===== src/rtl/nbs_pkg.sv =====
package nbs_pkg;

    typedef enum logic [1:0] {
        KIND_SMALL  = 2'd0,
        KIND_DOUBLE = 2'd1,
        KIND_LINE   = 2'd2,
        KIND_RSVD   = 2'd3
    } xkind_e;

    typedef enum logic [1:0] {
        ST_IDLE = 2'd0,
        ST_BEAT = 2'd1,
        ST_TAIL = 2'd2
    } seq_state_e;

    localparam logic [2:0] TSIZ_DWORD = 3'b000;
    localparam logic [2:0] TSIZ_LINE  = 3'b010;
    localparam logic [2:0] TSIZ_WORD  = 3'b100;

    // Captured view of the running transfer.
    typedef struct packed {
        xkind_e     kind;
        logic       write;
        logic [2:0] tsiz;
        logic       k_two;
    } xfer_desc_t;

    // Cache-bypassing fetches collapse to a single word beat.
    function automatic xkind_e effective_kind(input logic [1:0] kind, input logic ifetch);
        xkind_e k;
        k = xkind_e'(kind);
        if (ifetch && (k == KIND_SMALL || k == KIND_DOUBLE))
            k = KIND_SMALL;
        return k;
    endfunction

    function automatic logic [2:0] bus_size(input xkind_e k, input logic [2:0] sz,
                                            input logic ifetch);
        logic [2:0] r;
        case (k)
            KIND_LINE:   r = TSIZ_LINE;
            KIND_DOUBLE: r = TSIZ_DWORD;
            default:     r = ifetch ? TSIZ_WORD : sz;
        endcase
        return r;
    endfunction

endpackage


===== src/rtl/nbs_mode_latch.sv =====
module nbs_mode_latch (
    input  logic clk,
    input  logic rst,
    input  logic cfg_narrow,
    output logic narrow
);
    always_ff @(posedge clk) begin
        if (rst)
            narrow <= cfg_narrow;
    end

    assert_mode_hold_R1: assert property (@(posedge clk) disable iff (rst)
        !$past(rst) |-> $stable(narrow));
endmodule


===== src/rtl/nbs_beat_ctrl.sv =====
module nbs_beat_ctrl
    import nbs_pkg::*;
#(
    parameter int LINE_WORDS = 8,
    localparam int IDX_W = $clog2(LINE_WORDS)
) (
    input  logic             clk,
    input  logic             rst,
    input  logic             narrow,
    input  logic             req_valid,
    input  logic [1:0]       req_kind,
    input  logic             req_ifetch,
    input  logic             req_write,
    input  logic [2:0]       req_size,
    input  logic [2:0]       req_addr,
    input  logic             ta,
    input  logic             artry,
    output logic             req_ready,
    output logic             accept,
    output logic             busy,
    output logic             in_beat,
    output logic [IDX_W-1:0] beat,
    output logic [IDX_W-1:0] start_word,
    output xfer_desc_t       desc,
    output logic             retry_win,
    output logic             done,
    output logic             abort,
    output logic             cap_en
);
    localparam logic [IDX_W-1:0] LAST_LINE_N = IDX_W'(LINE_WORDS - 1);
    localparam logic [IDX_W-1:0] LAST_LINE_W = IDX_W'(LINE_WORDS / 2 - 1);
    localparam logic [IDX_W-1:0] START_PAIR  = IDX_W'(LINE_WORDS - 2);

    seq_state_e       state_q;
    logic [IDX_W-1:0] last_q;
    logic             win_tail_q;

    xkind_e           ek;
    logic             legal;
    logic [IDX_W-1:0] last_d;
    logic [IDX_W-1:0] k_last;

    always_comb begin
        ek    = effective_kind(req_kind, req_ifetch);
        legal = (xkind_e'(req_kind) != KIND_RSVD) &&
                !(ek == KIND_DOUBLE && req_addr != 3'b000);
        case (ek)
            KIND_LINE:   last_d = narrow ? LAST_LINE_N : LAST_LINE_W;
            KIND_DOUBLE: last_d = narrow ? IDX_W'(1) : '0;
            default:     last_d = '0;
        endcase
    end

    assign req_ready = (state_q == ST_IDLE) && legal;
    assign accept    = req_valid && req_ready;
    assign busy      = (state_q != ST_IDLE);
    assign in_beat   = (state_q == ST_BEAT);
    assign k_last    = desc.k_two ? IDX_W'(1) : '0;

    always_comb begin
        retry_win = win_tail_q || (in_beat && (beat == '0 || (desc.k_two && beat == IDX_W'(1))));
        abort     = artry && retry_win;
        done      = (state_q == ST_TAIL) && !abort;
        cap_en    = in_beat && ta && !abort;
    end

    always_ff @(posedge clk) begin
        if (rst) begin
            state_q    <= ST_IDLE;
            beat       <= '0;
            last_q     <= '0;
            start_word <= '0;
            win_tail_q <= 1'b0;
            desc       <= '0;
        end else begin
            case (state_q)
                ST_IDLE: begin
                    win_tail_q <= 1'b0;
                    if (accept) begin
                        state_q    <= ST_BEAT;
                        beat       <= '0;
                        last_q     <= last_d;
                        start_word <= (ek == KIND_LINE) ? '0 : START_PAIR;
                        desc.kind  <= ek;
                        desc.write <= req_write;
                        desc.tsiz  <= bus_size(ek, req_size, req_ifetch);
                        desc.k_two <= narrow && (ek == KIND_DOUBLE);
                    end
                end
                ST_BEAT: begin
                    if (abort) begin
                        state_q    <= ST_IDLE;
                        win_tail_q <= 1'b0;
                    end else if (ta) begin
                        win_tail_q <= (beat == k_last);
                        if (beat == last_q)
                            state_q <= ST_TAIL;
                        else
                            beat <= beat + 1'b1;
                    end else begin
                        win_tail_q <= 1'b0;
                    end
                end
                default: begin
                    state_q    <= ST_IDLE;
                    win_tail_q <= 1'b0;
                end
            endcase
        end
    end

    assert_hold_without_ta_R7: assert property (@(posedge clk) disable iff (rst)
        (in_beat && !ta && !abort) |=> (in_beat && beat == $past(beat)));
    assert_done_follows_ta_R7: assert property (@(posedge clk) disable iff (rst)
        done |-> $past(ta));
    assert_abort_to_idle_R9: assert property (@(posedge clk) disable iff (rst)
        abort |=> !busy);
    assert_ready_idle_R10: assert property (@(posedge clk) disable iff (rst)
        req_ready |-> !busy);
    assert_line_size_R5: assert property (@(posedge clk) disable iff (rst)
        (busy && desc.kind == KIND_LINE) |-> (desc.tsiz == TSIZ_LINE));
endmodule


===== src/rtl/nbs_lane_mux.sv =====
module nbs_lane_mux #(
    parameter int WORD_W     = 32,
    parameter int LINE_WORDS = 8,
    localparam int IDX_W  = $clog2(LINE_WORDS),
    localparam int BUS_W  = 2 * WORD_W,
    localparam int LINE_W = WORD_W * LINE_WORDS
) (
    input  logic              clk,
    input  logic              rst,
    input  logic              narrow,
    input  logic              drive,
    input  logic [IDX_W-1:0]  beat,
    input  logic [IDX_W-1:0]  start_word,
    input  logic [LINE_W-1:0] wdata,
    input  logic [BUS_W-1:0]  din,
    input  logic              cap_en,
    input  logic              clear,
    output logic [BUS_W-1:0]  dout,
    output logic [LINE_W-1:0] rd_data
);
    logic [WORD_W-1:0] wword [LINE_WORDS];
    logic [WORD_W-1:0] rword [LINE_WORDS];
    logic [IDX_W-1:0]  w_hi;
    logic [IDX_W-1:0]  w_lo;

    assign w_hi = start_word + (narrow ? beat : IDX_W'(beat << 1));
    assign w_lo = w_hi + 1'b1;

    for (genvar i = 0; i < LINE_WORDS; i++) begin : g_word
        assign wword[i] = wdata[LINE_W-1-i*WORD_W -: WORD_W];
        assign rd_data[LINE_W-1-i*WORD_W -: WORD_W] = rword[i];

        always_ff @(posedge clk) begin
            if (rst || clear)
                rword[i] <= '0;
            else if (cap_en && w_hi == IDX_W'(i))
                rword[i] <= din[BUS_W-1 -: WORD_W];
            else if (cap_en && !narrow && w_lo == IDX_W'(i))
                rword[i] <= din[WORD_W-1:0];
        end
    end

    always_comb begin
        dout = '0;
        if (drive) begin
            dout[BUS_W-1 -: WORD_W] = wword[w_hi];
            if (!narrow)
                dout[WORD_W-1:0] = wword[w_lo];
        end
    end
endmodule


===== src/rtl/narrow_beat_seq.sv =====
module narrow_beat_seq
    import nbs_pkg::*;
#(
    parameter int WORD_W     = 32,
    parameter int LINE_WORDS = 8,
    localparam int IDX_W  = $clog2(LINE_WORDS),
    localparam int BUS_W  = 2 * WORD_W,
    localparam int LINE_W = WORD_W * LINE_WORDS
) (
    input  logic              clk,
    input  logic              rst,
    input  logic              cfg_narrow,
    input  logic              req_valid,
    output logic              req_ready,
    input  logic [1:0]        req_kind,
    input  logic              req_ifetch,
    input  logic              req_write,
    input  logic [2:0]        req_size,
    input  logic [2:0]        req_addr,
    input  logic [LINE_W-1:0] req_wdata,
    input  logic              bus_ta,
    input  logic              bus_artry,
    input  logic [BUS_W-1:0]  bus_din,
    output logic [BUS_W-1:0]  bus_dout,
    output logic [2:0]        bus_tsiz,
    output logic              bus_burst,
    output logic              bus_write,
    output logic              busy,
    output logic [IDX_W-1:0]  beat_idx,
    output logic              retry_win,
    output logic              done,
    output logic              abort,
    output logic [LINE_W-1:0] rd_data,
    output logic              mode_narrow
);
    logic             accept;
    logic             in_beat;
    logic             cap_en;
    logic [IDX_W-1:0] start_word;
    xfer_desc_t       desc;

    nbs_mode_latch u_mode (
        .clk        (clk),
        .rst        (rst),
        .cfg_narrow (cfg_narrow),
        .narrow     (mode_narrow)
    );

    nbs_beat_ctrl #(.LINE_WORDS(LINE_WORDS)) u_ctrl (
        .clk        (clk),
        .rst        (rst),
        .narrow     (mode_narrow),
        .req_valid  (req_valid),
        .req_kind   (req_kind),
        .req_ifetch (req_ifetch),
        .req_write  (req_write),
        .req_size   (req_size),
        .req_addr   (req_addr),
        .ta         (bus_ta),
        .artry      (bus_artry),
        .req_ready  (req_ready),
        .accept     (accept),
        .busy       (busy),
        .in_beat    (in_beat),
        .beat       (beat_idx),
        .start_word (start_word),
        .desc       (desc),
        .retry_win  (retry_win),
        .done       (done),
        .abort      (abort),
        .cap_en     (cap_en)
    );

    nbs_lane_mux #(.WORD_W(WORD_W), .LINE_WORDS(LINE_WORDS)) u_lanes (
        .clk        (clk),
        .rst        (rst),
        .narrow     (mode_narrow),
        .drive      (in_beat && desc.write),
        .beat       (beat_idx),
        .start_word (start_word),
        .wdata      (req_wdata),
        .din        (bus_din),
        .cap_en     (cap_en),
        .clear      (accept || abort),
        .dout       (bus_dout),
        .rd_data    (rd_data)
    );

    assign bus_tsiz  = busy ? desc.tsiz : 3'b000;
    assign bus_burst = busy && (desc.kind == KIND_LINE);
    assign bus_write = busy && desc.write;

    assert_low_lanes_quiet_R2: assert property (@(posedge clk) disable iff (rst)
        mode_narrow |-> (bus_dout[WORD_W-1:0] == '0));
    assert_burst_encoding_R5: assert property (@(posedge clk) disable iff (rst)
        bus_burst |-> (bus_tsiz == TSIZ_LINE));
    assert_single_pulse_R7: assert property (@(posedge clk) disable iff (rst)
        done |=> !done);
endmodule


===== config.mk =====
export PLATFORM = sky130hd
export DESIGN_NAME = narrow_beat_seq
export DESIGN_NICKNAME = d
export VERILOG_FILES = /design/src/rtl/nbs_pkg.sv /design/src/rtl/nbs_mode_latch.sv /design/src/rtl/nbs_beat_ctrl.sv /design/src/rtl/nbs_lane_mux.sv /design/src/rtl/narrow_beat_seq.sv
export SDC_FILE = /design/constraint.sdc
export NUM_CORES = 1
export LEC_CHECK = 0
export ABC_AREA = 1
export BUFFER_PORTS_ARGS = -buffer_cell sky130_fd_sc_hd__buf_2
export CORE_AREA = 4 4 257 259
export DETAILED_ROUTE_END_ITERATION = 16
export DIE_AREA = 0 0 261 263
export GPL_ROUTABILITY_DRIVEN = 0
export GPL_TIMING_DRIVEN = 0
export PLACE_DENSITY = 0.63
export SLEW_MARGIN = 20
export SYNTH_ARGS = -nofsm -noshare
export SYNTH_HDL_FRONTEND = slang
export SYNTH_SLANG_ARGS = --single-unit

===== constraint.sdc =====
create_clock -name clk -period 6.7 [get_ports clk]
set_input_delay 0.335 -clock clk [delete_from_list [all_inputs] [get_ports clk]]
set_output_delay 0.335 -clock clk [all_outputs]
set_load 0.02 [all_outputs]

# == Word level (Yosys, flattened, before mapping) ==
# Memory sizes are Yosys's and may differ from the RTL's.
# Index checks and enable logic that the tools add are counted.
# W data, S select, Z words.
# word_totals
wordCells,220
output_inout_bits,334
ram_bits,256
reg_bits,20
input_bits,336
mem_count,1
# op_classes
n_reduce_logical,52
addsub,3
bitwise,20
muxes,102
eq_ne,30
n_lt_le_gt_ge,2
# memory_table
name,words,word_bits,read_ports,rd_ports_with_merged_regs,write_ports,line_no,source
u_lanes.rword,8,32,8,0,8,nbs_lane_mux.sv:22,logic [WORD_W-1:0] rword [LINE_WORDS];
# op_table
cell,n
$mux W32,21
$bmux W32 S3,2
$mux W64,1
$mux W1,60
$logic_and A1 B1 Y1,32
$mux W3,9
$eq A3 B3 Y1 const B,8
$pmux W3 S2,3
$or A1 B1 Y1,16
$eq A3 B2 Y1 const B,4
$mux W2,5
$ne A2 B2 Y1 const B,5
$eq A3 B1 Y1 const B,3
$logic_not A3 Y1,3
$ge A4 B4 Y1 const B,2
$not A3 Y4,2
$add A3 B1 Y3 const B,2
$eq A2 B1 Y1 const B,3
$eq A2 B2 Y1 const B,3
$eq A3 B3 Y1,2
$logic_or A1 B1 Y1,5
$reduce_and A5 Y1,1
$logic_not A2 Y1,2
$pmux W2 S2,1
other kinds (10),14

# == Logic depth before layout (Yosys ltp) ==
# depth
depth_word,16
mapped_depth,20
mapped_depth_nobuf,15

# == By module ==
# Synthesis repeated with hierarchy kept, for this count alone.
# unflattened
hier_cells,2338
area_unflattened_um2,17847.1
# by_module_without_submodules
mod,area_each_um2,seq_area_each_um2,instances,cells_per_inst
nbs_lane_mux,16844.9,7687.4,1,2199
nbs_beat_ctrl,920.9,340.3,1,125
narrow_beat_seq,51.3,0.0,1,13
nbs_mode_latch,30.0,30.0,1,1

# == Worst setup path before layout ==
# OpenSTA, ideal clock, no wires.
# synth_timing
kind,reg-to-reg
startpoint,register u_ctrl.beat[0]
endpoint,memory u_lanes.rword[0][0] (enable)
stages_incl_launch_ff,15
setup_ns,0.466
synth_period_minus_slack_ns,5.571
path_buffers,4
t_arrival_ns,5.105
setup_slack_ns,1.129
required_time_ns,6.234
path_cell_list,dfxtp_1 > buf_2 > inv_1 > o21ai_0 > ha_1 > xor2_1 > nand2_1 > nand2_1 > clkbuf_1 > buf_1 > ha_1 > clkbuf_1 > inv_1 > nand4_1 > o21ai_0
# synth_lines
item,line_no,source
start: declaration,nbs_beat_ctrl.sv:22,"output logic [IDX_W-1:0] beat,"
start signal: assignment,nbs_beat_ctrl.sv:99,beat <= beat + 1'b1;
end: declaration,nbs_lane_mux.sv:22,

==> flow_summary.json <==
{
  "p_total_mw": 5.18,
  "synthMuxAreaShare_pct": 0,
  "drt_iter0_markers": 2705,
  "crit_path_start": "u_ctrl.beat[0]",
  "required_ns": 7.15,
  "setup-violations-final": 0,
  "setup_slack_ns": 0.555,
  "placedCellCount": 3857,
  "path_clk_slew_ns": 0.07,
  "synthCells": 2385,
  "vias_per_cell": 5.31,
  "tightest_slew_ns": 0.888,
  "syn_nets": 2732,
  "r2r_start": "u_ctrl.beat[0]",
  "fmax_ghz": 0.163,
  "dr_total_vias": 21000,
  "tns_ns": 0,
  "ys_seq_area_share_pct": 45.0,
  "p_leak_nw": 11.1,
  "cts_tree": "built",
  "cap_violations": 0,
  "cts_buffers": 28,
  "yosys.area_share.simple_pct": 31.5,
  "syn_to_final_growth_pct": 30.5,
  "grt_pass1_vias": 19400,
  "antenna_left": 0,
  "grt_antenna_before_repair": 47,
  "clk_latency_ns": 0.59,
  "min_to": "u_ctrl.desc[2]",
  "ys_ff_latch": 274,
  "num-nets-final": 3381,
  "layout-drive-gt1-share_pct": 25.8,
  "finClkSkew_ns": 0.0347,
  "max_slew_margin_pct": 40.5,
  "syn_area_mm2": 0.0179,
  "worst_hold_slack_ns": 0.0620,
  "peakVddDrop_uv": 187,
  "grt_overflow": 0,
  "fin_area_mm2": 0.0234,
  "synth_compound_gate_area_share_pct": 14.2,
  "wire_per_inst_um": 24.8,
  "die_y_um": 263,
  "dieArea_mm2": 0.0686,
  "synth_xor_area_share_pct": 0.342,
  "startpoint_type": "register",
  "report.final.slew_viol_count": 0,
  "detail_route.first_pass.iterations": 8,
  "route.detailed.drc": 0,
  "synthAdderAreaFrac_pct": 0.768,
  "num-fill-cells": 6829,
  "rsz0062_at_grt": "false",
  "layout_min_cycle_time_ns": 6.15,
  "final-hold-violation-count": 0,
  "ctsLongestPathBuffers": 3,
  "placed_cell_area_mm2": 0.0223,
  "crit_fanout": 10,
  "grt_pass1_wl_mm": 137,
  "place_ws_ns": 0.632,
  "crit_arrival_ns": 6.60,
  "status": "completed",
  "timing.rr.end": "u_lanes.rword[0][124]",
  "hp-start": "req_size[1]",
  "regArea_mm2": 0.00806,
  "multi_input_area_mm2": 0.00846,
  "start_util_pct": 28.0,
  "root_buffer": "clkbuf_16",
  "yosys_warnings": 0,
  "reg2regPathDepth": 17,
  "synth_top_family_by_area": "simple AND/OR/NAND/NOR gates",
  "grt_max_degree": 26,
  "fin_util_pct": 36.6,
  "p_per_area_mw_per_mm2": 221,
  "synth_area_per_cell_um2": 7.51,
  "clock-sinks": 274,
  "die-width_um": 261,
  "io_buffer_count": 605,
  "criticalPathCategory": "reg2reg",
  "yosysUniqueCellTypes": 39,
  "drt-total-wl_mm": 98.0,
  "grt_usage_pct": 26.7,
  "core_mm2": 0.0639,
  "dp.final_hpwl_mm": 77.2,
  "worstHoldPathCells": 3,
  "cts_resized": 0,
  "stdcell_count": 3950,
  "min_path_type": "in2reg",
  "io_pins": 670,
  "row_count": 93,
  "htreeDepth": 1,
  "reg2reg_slack_ns": 0.55,
  "min_period_over_period_pct": 91.7,
  "cp-end-kind": "register"
}
-- kinds of logic after synthesis --
family                   Yosys count
AO/OA/AOI/OAI                    418
XOR/XNOR                           7
adder cells (fa/ha/maj)           11
buffers and inverters            354
flip-flops                       274
AND/OR/NAND/NOR                 1321
-- cells in the final DEF (no fill, tap or decap), drive strengths merged --
cell type	synthesis	layout
or2	1	1
o22ai	3	3
ha	11	11
o221a	32	32
bufinv	0	4
xor2	2	2
clkinv	1	14
o31ai	2	2
nand4	2	2
a21oi	70	70
nand2	678	678
edfxtp	257	257
buf	97	714
o21ai	243	243
dfxtp	17	17
o2111ai	1	1
o221ai	63	63
o211ai	1	1
nand3b	33	33
clkinvlp	0	1
nor3	14	14
nor2	293	293
nand3	300	300
inv	103	106
a31oi	3	3
dlygate4sd3	0	2
xnor2	5	5
diode	0	40
clkbuf	153	183
-- synthesized netlist by cell type, drive strengths merged --
| library cell | n | share of area [%] |
|---|---|---|
| nor3 | 14 | 0.71 |
| nand2 | 678 | 14 |
| a31oi | 3 | 0.10 |
| o221ai | 63 | 3.1 |
| ha | 11 | 0.77 |
| clkbuf | 153 | 3.2 |
| o21ai | 243 | 6.8 |
| o211ai | 1 | 0.042 |
| dfxtp | 17 | 1.9 |
| edfxtp | 257 | 43 |
| inv | 103 | 2.2 |
| o2111ai | 1 | 0.049 |
| xor2 | 2 | 0.098 |
| clkinv | 1 | 0.021 |
| o221a | 32 | 2.0 |
| nor2 | 293 | 6.5 |
| nand3 | 300 | 8.5 |
| nand4 | 2 | 0.070 |
| or2 | 1 | 0.035 |
| nand3b | 33 | 1.4 |
| a21oi | 70 | 2.0 |
| buf | 97 | 2.8 |
| o22ai | 3 | 0.10 |
| o31ai | 2 | 0.084 |
| xnor2 | 5 | 0.24 |
-- critical path, stage by stage (launching register included) --
cell and delay [ns]:
dfxtp_1 0.39, buf_2 0.21, inv_1 0.09, o21ai_0 0.17
ha_1 0.22, xor2_1 0.15, nand2_1 0.17, nand2_1 0.26
clkbuf_1 0.52, buf_1 0.56, ha_1 0.34, clkbuf_1 0.27
inv_1 0.41, nand4_1 0.64, nor2_1 0.87, clkbuf_1 0.48
nand3_1 0.14, nand2_1 0.11
-- routing by layer --
layer	track usage, %	vias up	wire, um
met1	30.8	9758	34400
met3	4.66	273	9590
met5	0	-	13
li1	-	9430	-
met4	14.8	2	6120
met2	46.7	1513	47900
-- registers in the layout (all words and copies together) (netlist names) --
signal             flops
u_ctrl.state_q         2
u_lanes.rword        256
u_mode.narrow          1
u_ctrl.desc            7
u_ctrl.last_q          3
u_ctrl.start_word      1
u_ctrl.win_tail_q      1
u_ctrl.beat            3
-- what timing repair did --
item | 4_1_cts | 5_1_grt
endpoints found under the setup margin | 0 | 0
buffers inserted | 0 | 0
endpoints found under the hold margin | 2 | 0
hold buffers | 2 | 0
-- power breakdown --
group / leakage, nW / switching, mW / total (mW) / internal [mW]
clock network: 0.462 / 0.714 / 1.64 / 0.926
logic: 7.68 / 1.01 / 1.44 / 0.432
registers: 2.93 / 0.0632 / 2.10 / 2.03
-- area by class of cell --
type	instances	share of cell area, %
diodes	40	0.428
plain buffers	250	4.62
clock inverters	21	1.01
multi-input cells	1757	36.2
well taps	855	4.57
repair buffers	619	14.1
flip-flops and latches	274	34.5
clock buffers	30	3.03
inverters	104	1.67
-- worst max-delay path by stage --
stage                                 end  cells past startpoint
floorplan             u_lanes.rword[0][0]                     14
finish              u_lanes.rword[0][124]                     17
global route         u_lanes.rword[0][29]                     17
detailed placement   u_lanes.rword[0][30]                     17
CTS                  u_lanes.rword[0][30]                     17
global placement     u_lanes.rword[0][15]                     14
Note: power is estimated with default switching activity, not from simulation.
